==> config.mk <==
export PLATFORM = sky130hd
export DESIGN_NAME = sio_hostregs
export DESIGN_NICKNAME = d
export VERILOG_FILES = /design/src/rtl/sio_hostregs_pkg.sv /design/src/rtl/sio_hostregs_decode.sv /design/src/rtl/sio_hostregs_status.sv /design/src/rtl/sio_hostregs_irq.sv /design/src/rtl/sio_hostregs.sv
export SDC_FILE = /design/constraint.sdc
export NUM_CORES = 1
export LEC_CHECK = 0
export ABC_AREA = 1
export BUFFER_PORTS_ARGS = -buffer_cell sky130_fd_sc_hd__buf_2
export CAP_MARGIN = 5
export CORE_UTILIZATION = 30
export CTS_CLUSTER_DIAMETER = 150
export DETAILED_ROUTE_END_ITERATION = 8
export SLEW_MARGIN = 20
export SYNTH_ARGS = -nofsm -noshare
export SYNTH_HDL_FRONTEND = slang
export SYNTH_SLANG_ARGS = --single-unit
==> constraint.sdc <==
create_clock -name clk -period 2 [get_ports clk]
set_input_delay 0.3 -clock clk [delete_from_list [all_inputs] [get_ports clk]]
set_output_delay 0.3 -clock clk [all_outputs]
set_load 0.005 [all_outputs]
==> src/rtl/sio_hostregs_pkg.sv <==
package sio_hostregs_pkg;
  localparam int REG_W  = 8;
  localparam int OFS_W  = 3;
  localparam int N_OFS  = 1 << OFS_W;
  localparam int DIV_W  = 2 * REG_W;
  localparam int IEN_W  = 4;
  localparam int MCTL_W = 5;
  localparam int N_ERR  = 4;
  localparam int N_MDM  = 4;

  localparam int BANK_BIT  = 7;
  localparam int BRK_BIT   = 6;
  localparam int LOOP_BIT  = 4;
  localparam int QEN_BIT   = 0;
  localparam int RXCLR_BIT = 1;
  localparam int TXCLR_BIT = 2;

  // index of the ring-indicate line inside the modem level vector
  localparam int RING_IDX = 2;

  typedef enum logic [OFS_W-1:0] {
    OFS_DATA  = 3'd0,
    OFS_IEN   = 3'd1,
    OFS_IDQC  = 3'd2,
    OFS_LCTL  = 3'd3,
    OFS_MCTL  = 3'd4,
    OFS_LSTAT = 3'd5,
    OFS_MSTAT = 3'd6,
    OFS_SPARE = 3'd7
  } ofs_e;

  typedef struct packed {
    logic rx_pop;
    logic tx_push;
    logic ien_wr;
    logic dlo_wr;
    logic dhi_wr;
    logic qctl_wr;
    logic lctl_wr;
    logic mctl_wr;
    logic spare_wr;
    logic lstat_rd;
    logic mstat_rd;
  } acc_t;

  localparam logic [2:0] ID_LINE  = 3'b011;
  localparam logic [2:0] ID_RXD   = 3'b010;
  localparam logic [2:0] ID_THRE  = 3'b001;
  localparam logic [2:0] ID_MODEM = 3'b000;
endpackage

==> src/rtl/sio_hostregs_decode.sv <==
module sio_hostregs_decode
  import sio_hostregs_pkg::*;
(
  input  logic [OFS_W-1:0] addr,
  input  logic             wr,
  input  logic             rd,
  input  logic             bank,
  output acc_t             acc
);
  logic [N_OFS-1:0] wr_hit;
  logic [N_OFS-1:0] rd_hit;

  for (genvar i = 0; i < N_OFS; i++) begin : g_hit
    assign wr_hit[i] = wr && (addr == OFS_W'(i));
    assign rd_hit[i] = rd && (addr == OFS_W'(i));
  end

  always_comb begin
    acc          = '0;
    acc.rx_pop   = rd_hit[OFS_DATA] && !bank;
    acc.tx_push  = wr_hit[OFS_DATA] && !bank;
    acc.dlo_wr   = wr_hit[OFS_DATA] && bank;
    acc.ien_wr   = wr_hit[OFS_IEN]  && !bank;
    acc.dhi_wr   = wr_hit[OFS_IEN]  && bank;
    acc.qctl_wr  = wr_hit[OFS_IDQC];
    acc.lctl_wr  = wr_hit[OFS_LCTL];
    acc.mctl_wr  = wr_hit[OFS_MCTL];
    acc.spare_wr = wr_hit[OFS_SPARE];
    acc.lstat_rd = rd_hit[OFS_LSTAT];
    acc.mstat_rd = rd_hit[OFS_MSTAT];
  end
endmodule

==> src/rtl/sio_hostregs_status.sv <==
module sio_hostregs_status
  import sio_hostregs_pkg::*;
(
  input  logic             clk,
  input  logic             rst_n,
  input  logic [N_ERR-1:0] err_pulse,
  input  logic             err_clr,
  input  logic [N_MDM-1:0] mdm_lvl,
  input  logic             mdm_clr,
  output logic [N_ERR-1:0] err_flag,
  output logic [N_MDM-1:0] mdm_chg
);
  logic [N_MDM-1:0] lvl_prev;
  logic [N_MDM-1:0] chg_evt;

  for (genvar i = 0; i < N_MDM; i++) begin : g_evt
    if (i == RING_IDX) begin : g_fall
      assign chg_evt[i] = lvl_prev[i] && !mdm_lvl[i];
    end else begin : g_any
      assign chg_evt[i] = lvl_prev[i] != mdm_lvl[i];
    end
  end

  always_ff @(posedge clk or negedge rst_n) begin
    if (!rst_n) begin
      err_flag <= '0;
      mdm_chg  <= '0;
      lvl_prev <= '0;
    end else begin
      lvl_prev <= mdm_lvl;
      err_flag <= (err_clr ? '0 : err_flag) | err_pulse;
      mdm_chg  <= (mdm_clr ? '0 : mdm_chg) | chg_evt;
    end
  end
endmodule

==> src/rtl/sio_hostregs_irq.sv <==
module sio_hostregs_irq
  import sio_hostregs_pkg::*;
(
  input  logic [IEN_W-1:0] ien,
  input  logic             src_line,
  input  logic             src_rxd,
  input  logic             src_thre,
  input  logic             src_modem,
  input  logic             qen,
  output logic [REG_W-1:0] ident,
  output logic             irq
);
  logic [2:0] id;
  logic       pend;

  always_comb begin
    pend = 1'b1;
    id   = ID_MODEM;
    if (src_line && ien[2])       id = ID_LINE;
    else if (src_rxd && ien[0])   id = ID_RXD;
    else if (src_thre && ien[1])  id = ID_THRE;
    else if (src_modem && ien[3]) id = ID_MODEM;
    else                          pend = 1'b0;
  end

  assign irq   = pend;
  assign ident = {qen, qen, 2'b00, id, !pend};
endmodule

==> src/rtl/sio_hostregs.sv <==
module sio_hostregs
  import sio_hostregs_pkg::*;
(
  input  logic             clk,
  input  logic             rst_n,
  input  logic [OFS_W-1:0] bus_addr,
  input  logic             bus_wr,
  input  logic             bus_rd,
  input  logic [REG_W-1:0] bus_wdata,
  output logic [REG_W-1:0] bus_rdata,
  output logic             tx_valid,
  input  logic             tx_ready,
  output logic [REG_W-1:0] tx_data,
  input  logic             tx_idle,
  input  logic             rx_valid,
  output logic             rx_ready,
  input  logic [REG_W-1:0] rx_data,
  input  logic [N_ERR-1:0] rx_err,
  input  logic             rx_fifo_err,
  output logic             fifo_en,
  output logic             rx_flush,
  output logic             tx_flush,
  output logic [1:0]       rx_trig,
  output logic [DIV_W-1:0] divisor,
  output logic [1:0]       char_len,
  output logic             stop_two,
  output logic             par_en,
  output logic             par_even,
  output logic             par_stick,
  output logic             brk,
  input  logic [N_MDM-1:0] modem_in,
  output logic [N_MDM-1:0] modem_ctl,
  input  logic             ser_tx_int,
  output logic             ser_txd,
  input  logic             ser_rxd,
  output logic             ser_rx_int,
  output logic             irq
);
  logic [IEN_W-1:0]  ien_q;
  logic [REG_W-1:0]  lctl_q;
  logic [MCTL_W-1:0] mctl_q;
  logic [REG_W-1:0]  spare_q;
  logic [REG_W-1:0]  dlo_q;
  logic [REG_W-1:0]  dhi_q;
  logic              qen_q;
  logic [1:0]        trig_q;
  logic              rxclr_q;
  logic              txclr_q;
  logic              hold_q;
  logic [REG_W-1:0]  hold_data_q;

  acc_t              acc;
  logic [N_ERR-1:0]  err_flag;
  logic [N_MDM-1:0]  mdm_chg;
  logic [N_MDM-1:0]  mdm_lvl;
  logic [REG_W-1:0]  ident;
  logic [REG_W-1:0]  lstat;
  logic [REG_W-1:0]  mstat;
  logic              bank;
  logic              loop_on;
  logic              hold_free;

  assign bank    = lctl_q[BANK_BIT];
  assign loop_on = mctl_q[LOOP_BIT];

  sio_hostregs_decode u_dec (
    .addr (bus_addr),
    .wr   (bus_wr),
    .rd   (bus_rd),
    .bank (bank),
    .acc  (acc)
  );

  // configuration storage
  always_ff @(posedge clk or negedge rst_n) begin
    if (!rst_n) begin
      ien_q   <= '0;
      lctl_q  <= '0;
      mctl_q  <= '0;
      spare_q <= '0;
      dlo_q   <= '0;
      dhi_q   <= '0;
      qen_q   <= 1'b0;
      trig_q  <= '0;
      rxclr_q <= 1'b0;
      txclr_q <= 1'b0;
    end else begin
      if (acc.ien_wr)   ien_q   <= bus_wdata[IEN_W-1:0];
      if (acc.lctl_wr)  lctl_q  <= bus_wdata;
      if (acc.mctl_wr)  mctl_q  <= bus_wdata[MCTL_W-1:0];
      if (acc.spare_wr) spare_q <= bus_wdata;
      if (acc.dlo_wr)   dlo_q   <= bus_wdata;
      if (acc.dhi_wr)   dhi_q   <= bus_wdata;
      if (acc.qctl_wr) begin
        qen_q  <= bus_wdata[QEN_BIT];
        trig_q <= bus_wdata[REG_W-1 -: 2];
      end
      rxclr_q <= acc.qctl_wr && bus_wdata[RXCLR_BIT];
      txclr_q <= acc.qctl_wr && bus_wdata[TXCLR_BIT];
    end
  end

  // one-byte transmit holding stage
  always_ff @(posedge clk or negedge rst_n) begin
    if (!rst_n) begin
      hold_q      <= 1'b0;
      hold_data_q <= '0;
    end else if (acc.tx_push) begin
      hold_q      <= 1'b1;
      hold_data_q <= bus_wdata;
    end else if (tx_ready) begin
      hold_q      <= 1'b0;
    end
  end

  assign hold_free = tx_ready && !hold_q;

  // modem levels: looped from the control byte or taken from the pins
  assign mdm_lvl = loop_on ? {mctl_q[3], mctl_q[2], mctl_q[0], mctl_q[1]} : modem_in;

  sio_hostregs_status u_stat (
    .clk       (clk),
    .rst_n     (rst_n),
    .err_pulse (rx_err),
    .err_clr   (acc.lstat_rd),
    .mdm_lvl   (mdm_lvl),
    .mdm_clr   (acc.mstat_rd),
    .err_flag  (err_flag),
    .mdm_chg   (mdm_chg)
  );

  assign lstat = {rx_fifo_err, hold_free && tx_idle, hold_free, err_flag, rx_valid};
  assign mstat = {mdm_lvl, mdm_chg};

  sio_hostregs_irq u_irq (
    .ien       (ien_q),
    .src_line  (|err_flag),
    .src_rxd   (rx_valid),
    .src_thre  (hold_free),
    .src_modem (|mdm_chg),
    .qen       (qen_q),
    .ident     (ident),
    .irq       (irq)
  );

  // read multiplexer
  always_comb begin
    bus_rdata = '0;
    if (bus_rd) begin
      unique case (bus_addr)
        OFS_DATA:  bus_rdata = bank ? dlo_q : rx_data;
        OFS_IEN:   bus_rdata = bank ? dhi_q : {{(REG_W-IEN_W){1'b0}}, ien_q};
        OFS_IDQC:  bus_rdata = ident;
        OFS_LCTL:  bus_rdata = lctl_q;
        OFS_MCTL:  bus_rdata = {{(REG_W-MCTL_W){1'b0}}, mctl_q};
        OFS_LSTAT: bus_rdata = lstat;
        OFS_MSTAT: bus_rdata = mstat;
        OFS_SPARE: bus_rdata = spare_q;
        default:   bus_rdata = '0;
      endcase
    end
  end

  assign rx_ready   = acc.rx_pop;
  assign tx_valid   = hold_q;
  assign tx_data    = hold_data_q;
  assign fifo_en    = qen_q;
  assign rx_flush   = rxclr_q;
  assign tx_flush   = txclr_q;
  assign rx_trig    = trig_q;
  assign divisor    = {dhi_q, dlo_q};
  assign char_len   = lctl_q[1:0];
  assign stop_two   = lctl_q[2];
  assign par_en     = lctl_q[3];
  assign par_even   = lctl_q[4];
  assign par_stick  = lctl_q[5];
  assign brk        = lctl_q[BRK_BIT];
  assign modem_ctl  = loop_on ? '0 : mctl_q[N_MDM-1:0];
  assign ser_txd    = loop_on ? 1'b1 : (ser_tx_int && !lctl_q[BRK_BIT]);
  assign ser_rx_int = loop_on ? ser_tx_int : ser_rxd;
endmodule

; ---- Yosys cells after proc, flatten, opt, wreduce, memory -nomap -nowiden
; Index checks and enable logic that the tools add are counted.
[word_totals]
reg_bits = 67
latchBits = 0
ram_bits = 0
romBits = 0
input_bits = 37
wordCells = 79
n_memories = 0
[op_classes]
n_addsub = 0
mul = 0
div_mod_pow = 0
n_lt_le_gt_ge = 0
n_eq_ne = 10
shift = 0
muxes = 19
bitwise = 2
n_reduce_logical = 33
[op_table]
columns = op, count
row1 = case mux 8 bit (8 select lines), 1
row2 = logical AND 1 bit, 24
row3 = 2-to-1 mux 8 bit, 3
row4 = 2-to-1 mux 4 bit, 4
row5 = "== test 3 bit, second input constant", 4
row6 = 2-to-1 mux 1 bit, 9
row7 = bitwise OR 4 bit, 2
row8 = OR reduction 4 bit, 2
row9 = "== test 3 x 2 -> 1 bit, second input constant", 2
row10 = 2-to-1 mux 3 bit, 2
row11 = zero test 1 bit, 5
row12 = "== test 3 x 1 -> 1 bit, second input constant", 1
row13 = zero test 3 bit, 1
row14 = != test 1 bit, 3
row15 = nonzero test 2 bit, 1

; ---- Depth between registers and ports, before layout
[logic_depth]
word_depth = 9
mapped_depth = 10
depth_no_buf = 9

; ---- By module
; A second synthesis with hierarchy kept.
[hier_totals]
cells_unflattened = 456
area_unflattened_um2 = 3641.0
[modules_own_cells]
columns = mod, n_inst, cells_per_inst, area_each_um2, seq_area_each_um2
row1 = sio_hostregs, 1, 368, 2974.1, 1376.3
row2 = sio_hostregs_status, 1, 42, 436.7, 300.3
row3 = sio_hostregs_decode, 1, 28, 125.1, 0.0
row4 = sio_hostregs_irq, 1, 18, 105.1, 0.0

; ---- Worst setup path before layout
; OpenSTA, ideal clock, no wires.
[synth_timing]
path_kind = reg-to-output
start = reg mctl_q[4]
end = out bus_rdata[7]
t_arrival_ps = 1116
t_required_ps = 1700
path_slack_ps = 584
stages_incl_launch_ff = 8
path_buffers = 1
path_cell_list = dfrtp_1 -> buf_2 -> o21ai_0 -> nor2_1 -> a21oi_1 -> nand3_1 -> nand2_1 -> inv_1
[synth_between]
elab_chain_cells = 3
[synth_rtl]
columns = item, line_no
row1 = start: declaration, sio_hostregs.sv:41  ; logic [MCTL_W-1:0] mctl_q;
row2 = start signal: assignment, sio_hostregs.sv:90  ; if (acc.mctl_wr) mctl_q <= bus_wdata[MCTL_W-1:0];
row3 = 2-to-1 mux 4 bit, sio_hostregs.sv:119  ; assign mdm_lvl = loop_on ? {mctl_q[3], mctl_q[2], mctl_q[0], mctl_q[1]} : modem_in;
row4 = case mux 8 bit (8 select lines), sio_hostregs.sv:150  ; unique case (bus_addr)
row5 = 2-to-1 mux 8 bit, sio_hostregs.sv:149  ; if (bus_rd) begin
row6 = end: declaration, sio_hostregs.sv:10  ; output logic [REG_W-1:0] bus_rdata,
; No other way between the ends.

; ---- Worst setup path after layout
[layout_timing]
start = reg lctl_q[7]
end = out bus_rdata[0]
[layout_between]
elab_chain_cells = 3
[layout_rtl]
columns = item, line_no
row1 = start: declaration, sio_hostregs.sv:40  ; logic [REG_W-1:0] lctl_q;
row2 = start signal: assignment, sio_hostregs.sv:89  ; if (acc.lctl_wr) lctl_q <= bus_wdata;
row3 = "2-to-1 mux 8 bit, on equally long branches", "sio_hostregs.sv:152, sio_hostregs.sv:151"
row4 = case mux 8 bit (8 select lines) (*), sio_hostregs.sv:150
row5 = 2-to-1 mux 8 bit (*), sio_hostregs.sv:149
; Mark *: on every way between the ends. The rest lies on a longest branch, timed or not.

==> summary.txt <==
Drt
  • Antenna Nets Post-Route: 0
  • Vias post-DR: 3123
  • Via density: 4.73
  • Residual DRC: 0
  • DR pass1 iterations: 5
  • Routed WL per cell: 16.2 um
  • Starting DRT DRC Count: 199
  • Drt total wl: 10.7 mm

Synthesis
  • Mapped Area: 3450 um^2
  • Primary FF master, synth: dfrtp_1
  • Post-synth top area share: 0.486
  • Sequential area share after synthesis: 0.486
  • Dominant cell by count in the synthesized netlist: nand2_1
  • Post-synth EDFFs: 0
  • Syn Inst Count: 421
  • Area contributors post-synth: dfrtp_1, nand2_1, o21ai_0
  • #FFs+latches synth: 67
  • Cell taking the most area after synthesis: dfrtp_1
  • Synth Net Count: 458
  • Ys Warns: 0
  • Count of cell types in the netlist: 30
  • Avg Cell Area, Syn: 8.19 um^2
  • Commonest cells in the synthesized netlist: nand2_1, dfrtp_1, o21ai_0, inv_1, nor2_1
  • Asr flop ratio synth: 1.00

Die
  • IO Count: 90
  • Initial core utilization: 0.313
  • Die Footprint: 11900 um^2
  • Core Rows: 38
  • Core area: 11000 um^2
  • Die width: 109 um
  • Die height: 109 um

Clock tree
  • Cts hold-fix bufs: 0
  • Clock buffer count from CTS: 9
  • CTS H-tree depth: 3
  • Max clock buf depth: 2
  • # Post-CTS Setup Buffers: 0
  • Root Buffer Master: clkbuf_16
  • TritonCTS clock tree: yes
  • Clk sink count: 67
  • Worst-skew pair later-pin latency: 0.32 ns
  • Clock-pin slew on the worst setup and hold paths: 0.06 ns

Worst setup path
  • Worst R2R Start: lctl_q[7]$_DFFE_PN0P_
  • Setup crit end kind: output pin
  • Crit path DAT: 1.61 ns
  • WS Path Type: reg -> out
  • Crit. Startpoint: lctl_q[7]$_DFFE_PN0P_
  • Worst Path Required: 1.70 ns
  • Worst setup SP type: register
  • Max FO, Critical Path: 9

Layout
  • N_diodes: 0
  • Final nets: 552
  • Fillers: 1164
  • Core Util, Final: 0.394
  • FF+latch area: 1680 um^2
  • Area growth, synth to finish: 26.2%
  • Multi-input logic area: 1470 um^2
  • Share of layout cells above drive strength 1: 0.300

Timing
  • Period utilisation layout: 0.956
  • Slew Limit Fails: 0
  • Max Fclk: 0.523 GHz
  • Min Clock Period, post-route: 1.91 ns
  • Count of final hold-check violations: 0
  • Worst-margin pin slew: 0.836 ns
  • Final TNS setup: 0 ns
  • RSZ-0062 raised after global routing: true
  • # setup viols final: 0
  • Layout Skew: 0.00683 ns
  • Rel. slew slack: 0.443

Global route
  • Largest net degree at the start of global routing: 34
  • First-pass GRT wire length: 16.5 mm
  • Total grt overflow: 0
  • Total GRT Usage: 0.189
  • Antenna violations before repair: 0
  • Vias in the first global route: 2971

Pwr
  • PD cells: 1040 nW/um^2
  • LEAKAGE: 2.30 nW
  • Worst vdd ir: 0.441 mV
  • Total chip power: 4.51 mW

Place
  • Post-DP HPWL: 7.99 mm
  • GPL Wtd Cong: 0.887
  • I/O Buffers: 89

Run status
  • Status: finished clean

Flow run
  • Max_cap viols: 0

Worst hold path
  • Worst Hold Class: in -> async
-- report_power, final --
part           switching, mW  leakage [nW]  internal [mW]
sequential             0.219         0.809           1.64
clock                  0.599         0.142           1.00
combinational          0.601          1.35          0.451
-- kinds of logic (layout without fill, tap and decap cells) --
logic type	count (synthesis)	after routing	share of synthesized area
compound gates	109	109	0.187
buf+inv	63	162	0.0918
simple gates	179	179	0.228
flops	67	67	0.486
xor+xnor	3	3	0.00762
-- critical path, cell delays in order (launching register included) --
cell and delay [ns]:
dfrtp_2 0.45, buf_6 0.15, nand2_1 0.06, nand2_1 0.05, nand2_1 0.08, nand2_1 0.05, nor2_1 0.08, nand2_1 0.07
nor2_2 0.12, nor2_1 0.05, buf_2 0.12
-- layer usage --
layer  track usage  vias up  share of wire
met5             0        -              0
met4        0.0438        0         0.0099
met3        0.0335       11          0.051
met2         0.287       93           0.46
met1         0.279     1474           0.48
li1              -     1545              -
-- layout make-up --
| cell class | count | area share |
|---|---|---|
| timing repair buffer | 97 | 0.120 |
| sequential | 67 | 0.386 |
| clock inverter | 5 | 0.0144 |
| clock buffer | 11 | 0.0558 |
| inverter | 49 | 0.0457 |
| multi-input combinational | 291 | 0.338 |
| tap | 140 | 0.0403 |
-- worst paths after layout --
kind | to | slack (ns) | cells past startpoint
worst max-delay path | bus_rdata[0] | 0.09 | 10
worst min-delay path | u_stat.mdm_chg[0]$_DFF_PN0_ | 0.08 | 1
worst max register to register | dhi_q[3]$_DFFE_PN0P_ | 0.73 | 4
worst min register to register | tx_data[1]$_DFFE_PN0P_ | 0.48 | 2
max in group asynchronous | dlo_q[4]$_DFFE_PN0P_ | 1.27 | 2
min in group clk | tx_valid$_DFFE_PN0P_ | 0.18 | 2
-- stage by stage --
step | instance area (um^2) | setup WS (ns) | hold WS (ns) | cells
floorplan | 3450 | 0.584 | 0.00441 | 421
global placement | 4020 | 0.109 | 0.423 | 644
detailed placement | 4020 | 0.129 | 0.440 | 644
CTS | 4320 | -0.00890 | 0.0908 | 660
global route | 4350 | -0.0276 | 0.138 | 660
finish | 4350 | 0.0885 | 0.0756 | 660
-- flip-flops by register name (all words and copies together), names as in the netlist --
signal	count
dhi_q	8
dlo_q	8
lctl_q	8
spare_q	8
tx_data	8
mctl_q	5
ien_q	4
u_stat.err_flag	4
u_stat.lvl_prev	4
u_stat.mdm_chg	4
rx_trig	2
fifo_en	1
rx_flush	1
tx_flush	1
tx_valid	1
-- what timing repair did --
action,in CTS,in global routing
pin swaps,0,1
endpoints found under the setup margin,4,6
resized for setup,1,13
-- layout by cell type, fill, tap and decap left out, types with 11 or more instances in the layout --
| master | n |
|---|---|
| inv_1 | 42 |
| nand2_1 | 116 |
| nor2_1 | 32 |
| a21oi_1 | 11 |
| o21ai_0 | 54 |
| nand3_1 | 12 |
| o21ai_1 | 12 |
| o21ai_2 | 21 |
| dfrtp_1 | 65 |
| buf_2 | 89 |
Note: power is estimated with default switching activity, not from simulation.
